===== src/rtl/flash_status_pkg.sv =====
`timescale 1ns/1ps
package flash_status_pkg;
   typedef enum logic {
      OP_PROGRAM = 1'b0,
      OP_ERASE   = 1'b1
   } busy_op_e;
endpackage


===== src/rtl/fs_enable_arb.sv =====
`timescale 1ns/1ps
module fs_enable_arb #(
   parameter int ADDR_W     = 18,
   parameter int SRAM_BYTES = 131072
) (
   input  logic              flash_en_n,
   input  logic              sram_en_n,
   input  logic              oe_n,
   input  logic              we_n,
   input  logic [ADDR_W-1:0] addr,
   output logic              flash_rd,
   output logic              sram_sel
);
   localparam longint SPACE = longint'(1) << ADDR_W;
   logic in_window;

   generate
      if (longint'(SRAM_BYTES) >= SPACE) begin : g_full_window
         logic unused_addr;
         assign unused_addr = ^addr;
         assign in_window   = 1'b1;
      end else begin : g_part_window
         localparam logic [ADDR_W:0] LIMIT = (ADDR_W+1)'(SRAM_BYTES);
         assign in_window = ({1'b0, addr} < LIMIT);
      end
   endgenerate

   // flash enable dominates; SRAM only when flash is idle on the bus
   assign flash_rd = ~flash_en_n & ~oe_n & we_n;
   assign sram_sel = flash_en_n & ~sram_en_n & in_window;
endmodule


===== src/rtl/fs_toggle_trk.sv =====
`timescale 1ns/1ps
module fs_toggle_trk #(
   parameter bit ADVANCE_ON_END = 1'b1
) (
   input  logic clk,
   input  logic rst_n,
   input  logic rd,
   input  logic busy,
   output logic tog
);
   logic rd_q;
   logic step;

   generate
      if (ADVANCE_ON_END) begin : g_end_edge
         assign step = rd_q & ~rd;
      end else begin : g_start_edge
         assign step = ~rd_q & rd;
      end
   endgenerate

   always_ff @(posedge clk or negedge rst_n) begin
      if (!rst_n) begin
         rd_q <= 1'b0;
         tog  <= 1'b0;
      end else begin
         rd_q <= rd;
         if (step && busy) tog <= ~tog;
      end
   end

   // idle engine freezes the toggle
   p_frozen_when_idle_r7: assert property (@(posedge clk) disable iff (!rst_n)
      !busy |=> $stable(tog));

   generate
      if (ADVANCE_ON_END) begin : g_end_chk
         // a read in progress never moves the toggle
         p_steady_in_read_r7: assert property (@(posedge clk) disable iff (!rst_n)
            rd |=> $stable(tog));
      end
   endgenerate
endmodule


===== src/rtl/fs_status_mux.sv =====
`timescale 1ns/1ps
module fs_status_mux #(
   parameter int DATA_W   = 8,
   parameter int POLL_BIT = 7,
   parameter int TOG_BIT  = 6
) (
   input  logic              busy,
   input  logic              busy_op,
   input  logic              prog_msb,
   input  logic              tog,
   input  logic [DATA_W-1:0] array_data,
   output logic [DATA_W-1:0] rdata
);
   import flash_status_pkg::*;
   logic poll_val;

   assign poll_val = (busy_op_e'(busy_op) == OP_ERASE) ? 1'b0 : ~prog_msb;

   generate
      for (genvar b = 0; b < DATA_W; b++) begin : g_bit
         if (b == POLL_BIT) begin : g_poll
            assign rdata[b] = busy ? poll_val : array_data[b];
         end else if (b == TOG_BIT) begin : g_tog
            assign rdata[b] = busy ? tog : array_data[b];
         end else begin : g_plain
            assign rdata[b] = busy ? 1'b0 : array_data[b];
         end
      end
   endgenerate
endmodule


===== src/rtl/flash_status_rdbk.sv =====
`timescale 1ns/1ps
module flash_status_rdbk #(
   parameter int ADDR_W         = 18,
   parameter int DATA_W         = 8,
   parameter int SRAM_BYTES     = 131072,
   parameter int POLL_BIT       = 7,
   parameter int TOG_BIT        = 6,
   parameter bit ADVANCE_ON_END = 1'b1
) (
   input  logic              clk,
   input  logic              rst_n,
   input  logic              flash_en_n,
   input  logic              sram_en_n,
   input  logic              oe_n,
   input  logic              we_n,
   input  logic [ADDR_W-1:0] addr,
   input  logic              busy,
   input  logic              busy_op,
   input  logic              prog_msb,
   input  logic [DATA_W-1:0] array_data,
   output logic [DATA_W-1:0] dq_out,
   output logic              dq_oe,
   output logic              sram_sel
);
   localparam logic [DATA_W-1:0] STAT_MASK =
      (DATA_W'(1) << POLL_BIT) | (DATA_W'(1) << TOG_BIT);

   generate
      if (POLL_BIT >= DATA_W || TOG_BIT >= DATA_W) begin : g_bad_bits
         $error("status bit position outside data width");
      end
      if (POLL_BIT == TOG_BIT) begin : g_same_bits
         $error("polling and toggle bits must differ");
      end
      if (SRAM_BYTES <= 0 || ADDR_W < 1) begin : g_bad_space
         $error("SRAM window and address width must be positive");
      end
   endgenerate

   logic              flash_rd;
   logic              tog;
   logic [DATA_W-1:0] rdata;

   fs_enable_arb #(.ADDR_W(ADDR_W), .SRAM_BYTES(SRAM_BYTES)) u_arb (
      .flash_en_n (flash_en_n),
      .sram_en_n  (sram_en_n),
      .oe_n       (oe_n),
      .we_n       (we_n),
      .addr       (addr),
      .flash_rd   (flash_rd),
      .sram_sel   (sram_sel)
   );

   fs_toggle_trk #(.ADVANCE_ON_END(ADVANCE_ON_END)) u_tog (
      .clk   (clk),
      .rst_n (rst_n),
      .rd    (flash_rd),
      .busy  (busy),
      .tog   (tog)
   );

   fs_status_mux #(.DATA_W(DATA_W), .POLL_BIT(POLL_BIT), .TOG_BIT(TOG_BIT)) u_mux (
      .busy       (busy),
      .busy_op    (busy_op),
      .prog_msb   (prog_msb),
      .tog        (tog),
      .array_data (array_data),
      .rdata      (rdata)
   );

   assign dq_oe  = flash_rd;
   assign dq_out = flash_rd ? rdata : '0;

   p_pads_off_r1: assert property (@(posedge clk) disable iff (!rst_n)
      (oe_n || !we_n || flash_en_n) |-> !dq_oe);
   p_quiet_bus_r1: assert property (@(posedge clk) disable iff (!rst_n)
      !dq_oe |-> (dq_out == '0));
   p_flash_wins_r2: assert property (@(posedge clk) disable iff (!rst_n)
      !flash_en_n |-> !sram_sel);
   p_erase_poll_r6: assert property (@(posedge clk) disable iff (!rst_n)
      (dq_oe && busy && busy_op) |-> !dq_out[POLL_BIT]);
   p_prog_poll_r5: assert property (@(posedge clk) disable iff (!rst_n)
      (dq_oe && busy && !busy_op) |-> (dq_out[POLL_BIT] != prog_msb));
   p_low_bits_zero_r8: assert property (@(posedge clk) disable iff (!rst_n)
      (dq_oe && busy) |-> ((dq_out & ~STAT_MASK) == '0));
   p_pass_through_r4: assert property (@(posedge clk) disable iff (!rst_n)
      (dq_oe && !busy) |-> (dq_out == array_data));
endmodule


===== config.mk =====
export PLATFORM = sky130hd
export DESIGN_NAME = flash_status_rdbk
export DESIGN_NICKNAME = d
export VERILOG_FILES = /design/src/rtl/flash_status_pkg.sv /design/src/rtl/fs_enable_arb.sv /design/src/rtl/fs_toggle_trk.sv /design/src/rtl/fs_status_mux.sv /design/src/rtl/flash_status_rdbk.sv
export SDC_FILE = /design/constraint.sdc
export NUM_CORES = 1
export LEC_CHECK = 0
export BUFFER_PORTS_ARGS = -buffer_cell sky130_fd_sc_hd__buf_2
export CAP_MARGIN = 20
export CELL_PAD_IN_SITES_DETAIL_PLACEMENT = 0
export CELL_PAD_IN_SITES_GLOBAL_PLACEMENT = 2
export CORE_MARGIN = 4
export CORE_UTILIZATION = 10
export CTS_BUF_LIST = sky130_fd_sc_hd__clkbuf_8 sky130_fd_sc_hd__clkbuf_16
export DETAILED_ROUTE_END_ITERATION = 8
export PLACE_DENSITY_LB_ADDON = 0.3
export SLEW_MARGIN = 20
export SYNTH_ARGS = -nofsm -noshare
export SYNTH_HDL_FRONTEND = slang
export SYNTH_SLANG_ARGS = --single-unit

===== constraint.sdc =====
create_clock -name clk -period 1.4 [get_ports clk]
set_input_delay 0.35 -clock clk [delete_from_list [all_inputs] [get_ports clk]]
set_output_delay 0.35 -clock clk [all_outputs]
set_load 0.01 [all_outputs]

==> results.sh <==
export IMPL_synth_seq_area_share_pct=24.8
export IMPL_drc=0
export IMPL_first_pass_iters=1
export IMPL_gr_total_overflow=0
export IMPL_ys_seq_elements=2
export IMPL_core_mm2=0.00182
export IMPL_status="finished with violations"
export IMPL_antenna_diode_count=0
export IMPL_ys_warn_count=0
export IMPL_num_rows=15
export IMPL_hp_class="in2async"
export IMPL_via_per_inst=3.62
export IMPL_power_density_mw_per_mm2=787
export IMPL_path_delay_family="simple AND/OR/NAND/NOR gates"
export IMPL_grt_usage_pct=4.85
export IMPL_finalNetCount=91
export IMPL_cts_sinks=2
export IMPL_syn_avg_cell_area_um2=9.59
export IMPL_fmax_mhz=680
export IMPL_drt_total_wl_um=763
export IMPL_port_buffers=27
export IMPL_hpwl_um=591
export IMPL_synth_xor_area_share_pct=0
export IMPL_vias=286
export IMPL_grt_max_degree=7
export IMPL_peakVddDrop_mv=0.461
export IMPL_clk_latency_ps=210
export IMPL_grt_pass1_wl_um=924
export IMPL_drtAntennaViolNets=0
export IMPL_slew_headroom_pct=89.2
export IMPL_synth_distinct_cells=15
export IMPL_nFillCells=205
export IMPL_violations="negative setup slack"
export IMPL_p_total_uw=409
export IMPL_fin_util_pct=28.5
export IMPL_synth_compound_area_share_pct=10.6
export IMPL_die_w_um=52.9
export IMPL_slew_viol_final=0
export IMPL_maxCapViolCount=0
export IMPL_synth_top_family_by_area="simple AND/OR/NAND/NOR gates"
export IMPL_layout_cells_non_filler=79
export IMPL_crit_slowest_cell="or3b_4"
export IMPL_fin_skew_ps=0.415
export IMPL_start_util_pct=11.1
export IMPL_post_place_cells=74
export IMPL_clkSlewWorstSetupHoldPaths_ps=30
export IMPL_place_congestion=0.574
export IMPL_drive_above_1_share_pct=81.5
export IMPL_synthSimpleGateAreaFrac_pct=57.8
export IMPL_worst_path_max_fanout=4
export IMPL_synth_area_mux_share_pct=4.97
export IMPL_setup_violations=9
export IMPL_numCtsBuffers=3
export IMPL_syn_num_nets=56
export IMPL_cp_end_kind="output port"
export IMPL_critical_path_arrival_ps=1120
export IMPL_cellLeakagePower_nw=0.274
export IMPL_clockBufferDepth=2
export IMPL_holdWs_ps=448
export IMPL_post_route_period_util_pct=105
export IMPL_post_drt_wl_per_cell_um=9.66
export IMPL_fin_ws_ps=-70.7
export IMPL_synth_area_um2=201
export IMPL_syn_to_final_growth_pct=158
export IMPL_drt_iter0_drc=0
export IMPL_path_class="in2out"
export IMPL_rsz0062_at_grt="yes"
export IMPL_synthAdderAreaFrac_pct=0
export IMPL_crit_path_start_kind="input port"
export IMPL_hold_viol=0
export IMPL_path_cells="buf_8 -> or3b_4 -> a21oi_2 -> buf_2"
export IMPL_critPathBufInv=2
export IMPL_syn_inst=21
export IMPL_htreeDepth=1
export IMPL_cts_tree="built"
export IMPL_final_setup_tns_ps=-389
export IMPL_fp_dieH_um=52.9
export IMPL_layout_min_cycle_time_ps=1470
export IMPL_critPathMaxStageDelay_ps=430
export IMPL_die_area_mm2=0.00280
export IMPL_antenna_found_initial=0
export IMPL_io_pins=45
export IMPL_root_buffer="clkbuf_8"
export IMPL_grt_pass1_vias=236
export IMPL_cp_required_ps=1050
export IMPL_tightest_slew_ps=157
[per-layer routing]
layer / track usage (%) / wire, um / vias to the layer above
li1: - / - / 141
met1: 4.20 / 267 / 127
met2: 8.68 / 407 / 18
met3: 1.13 / 88 / 0
met4: 5.11 / 0 / 0
met5: 0 / 0 / -
[sequential cells by signal (all words and copies together), names as in the netlist]
name and count:
u_tog.rd_q 1, u_tog.tog 1
[metrics by stage]
step	worst slack (ps)	area [um2]
4_1_cts	-63.0	454
5_1_grt	-107	519
6_report	-70.7	519
3_3_place_gp	-120	375
2_1_floorplan	91.0	201
3_5_place_dp	-124	375
[report_power, final]
group,internal [mW],total [mW],switching [mW]
registers,0.0702,0.0800,0.00979
clock network,0.182,0.226,0.0440
logic,0.0667,0.103,0.0363
[Yosys cell counts (all sizes together)]
master | instances | area share [%]
inv | 1 | 1.9
and2 | 6 | 19
nor2 | 1 | 1.9
nor3b | 1 | 6.2
nor4b | 1 | 7.5
a21oi | 1 | 2.5
nand2b | 1 | 3.1
and3b | 1 | 4.3
dfrtp | 2 | 25
or3b | 2 | 9.9
and4bb | 1 | 6.2
a211o | 1 | 4.3
a21boi | 1 | 3.7
mux2i | 1 | 5.0
[cells in the final DEF (no fill, tap or decap), drive strengths merged]
cell type    netlist  layout
dfrtp              2       2
or3b               2       2
nand2b             1       1
inv                1       1
a211o              1       1
and2               6       6
dlygate4sd3        0       1
and4bb             1       1
and3b              1       1
a21oi              1       1
nor4b              1       1
buf                0      29
clkbuf             0       3
nor2               1       1
nor3b              1       1
a21boi             1       1
mux2i              1       1
[repair_timing]
action | in CTS | in global routing
setup buffers | 0 | 1
resized for setup | 7 | 14
pin swaps | 9 | 3
hold endpoints to repair | 2 | 0
setup endpoints to repair | 9 | 9
hold buffers | 1 | 0
[area by class of cell]
| type | count | area (um2) | share of cell area (%) |
|---|---|---|---|
| Sequential cell | 2 | 50.0 | 9.64 |
| Timing Repair Buffer | 30 | 218 | 41.9 |
| Multi-Input combinational cell | 18 | 175 | 33.7 |
| Clock buffer | 3 | 41.3 | 7.95 |
| Tap cell | 25 | 31.3 | 6.02 |
| Inverter | 1 | 3.75 | 0.723 |
[logic make-up after synthesis]
kind of cell / Yosys count
AND/OR/NAND/NOR: 14
AO/OA/AOI/OAI: 3
flip-flops: 2
multiplexers: 1
buffers and inverters: 1
[worst reg2reg max path, stage by stage (launching register included)]
cell and delay [ps]:
dfrtp_1 390, and4bb_2 240, a211o_1 260
[path summary, 6_finish.rpt]
kind | startpoint | to | slack [ps] | cells past startpoint
setup / recovery | oe_n | dq_out[7] | -70 | 4
hold / removal | rst_n | u_tog.tog$_DFFE_PN0P_ | 450 | 2
setup reg to reg | u_tog.tog$_DFFE_PN0P_ | u_tog.tog$_DFFE_PN0P_ | 390 | 2
hold reg to reg | u_tog.rd_q$_DFF_PN0_ | u_tog.tog$_DFFE_PN0P_ | 630 | 2
max in group asynchronous | rst_n | u_tog.rd_q$_DFF_PN0_ | 860 | 2
min in group clk | oe_n | u_tog.tog$_DFFE_PN0P_ | 540 | 3
No activity file was read; power rests on OpenSTA's default activity.
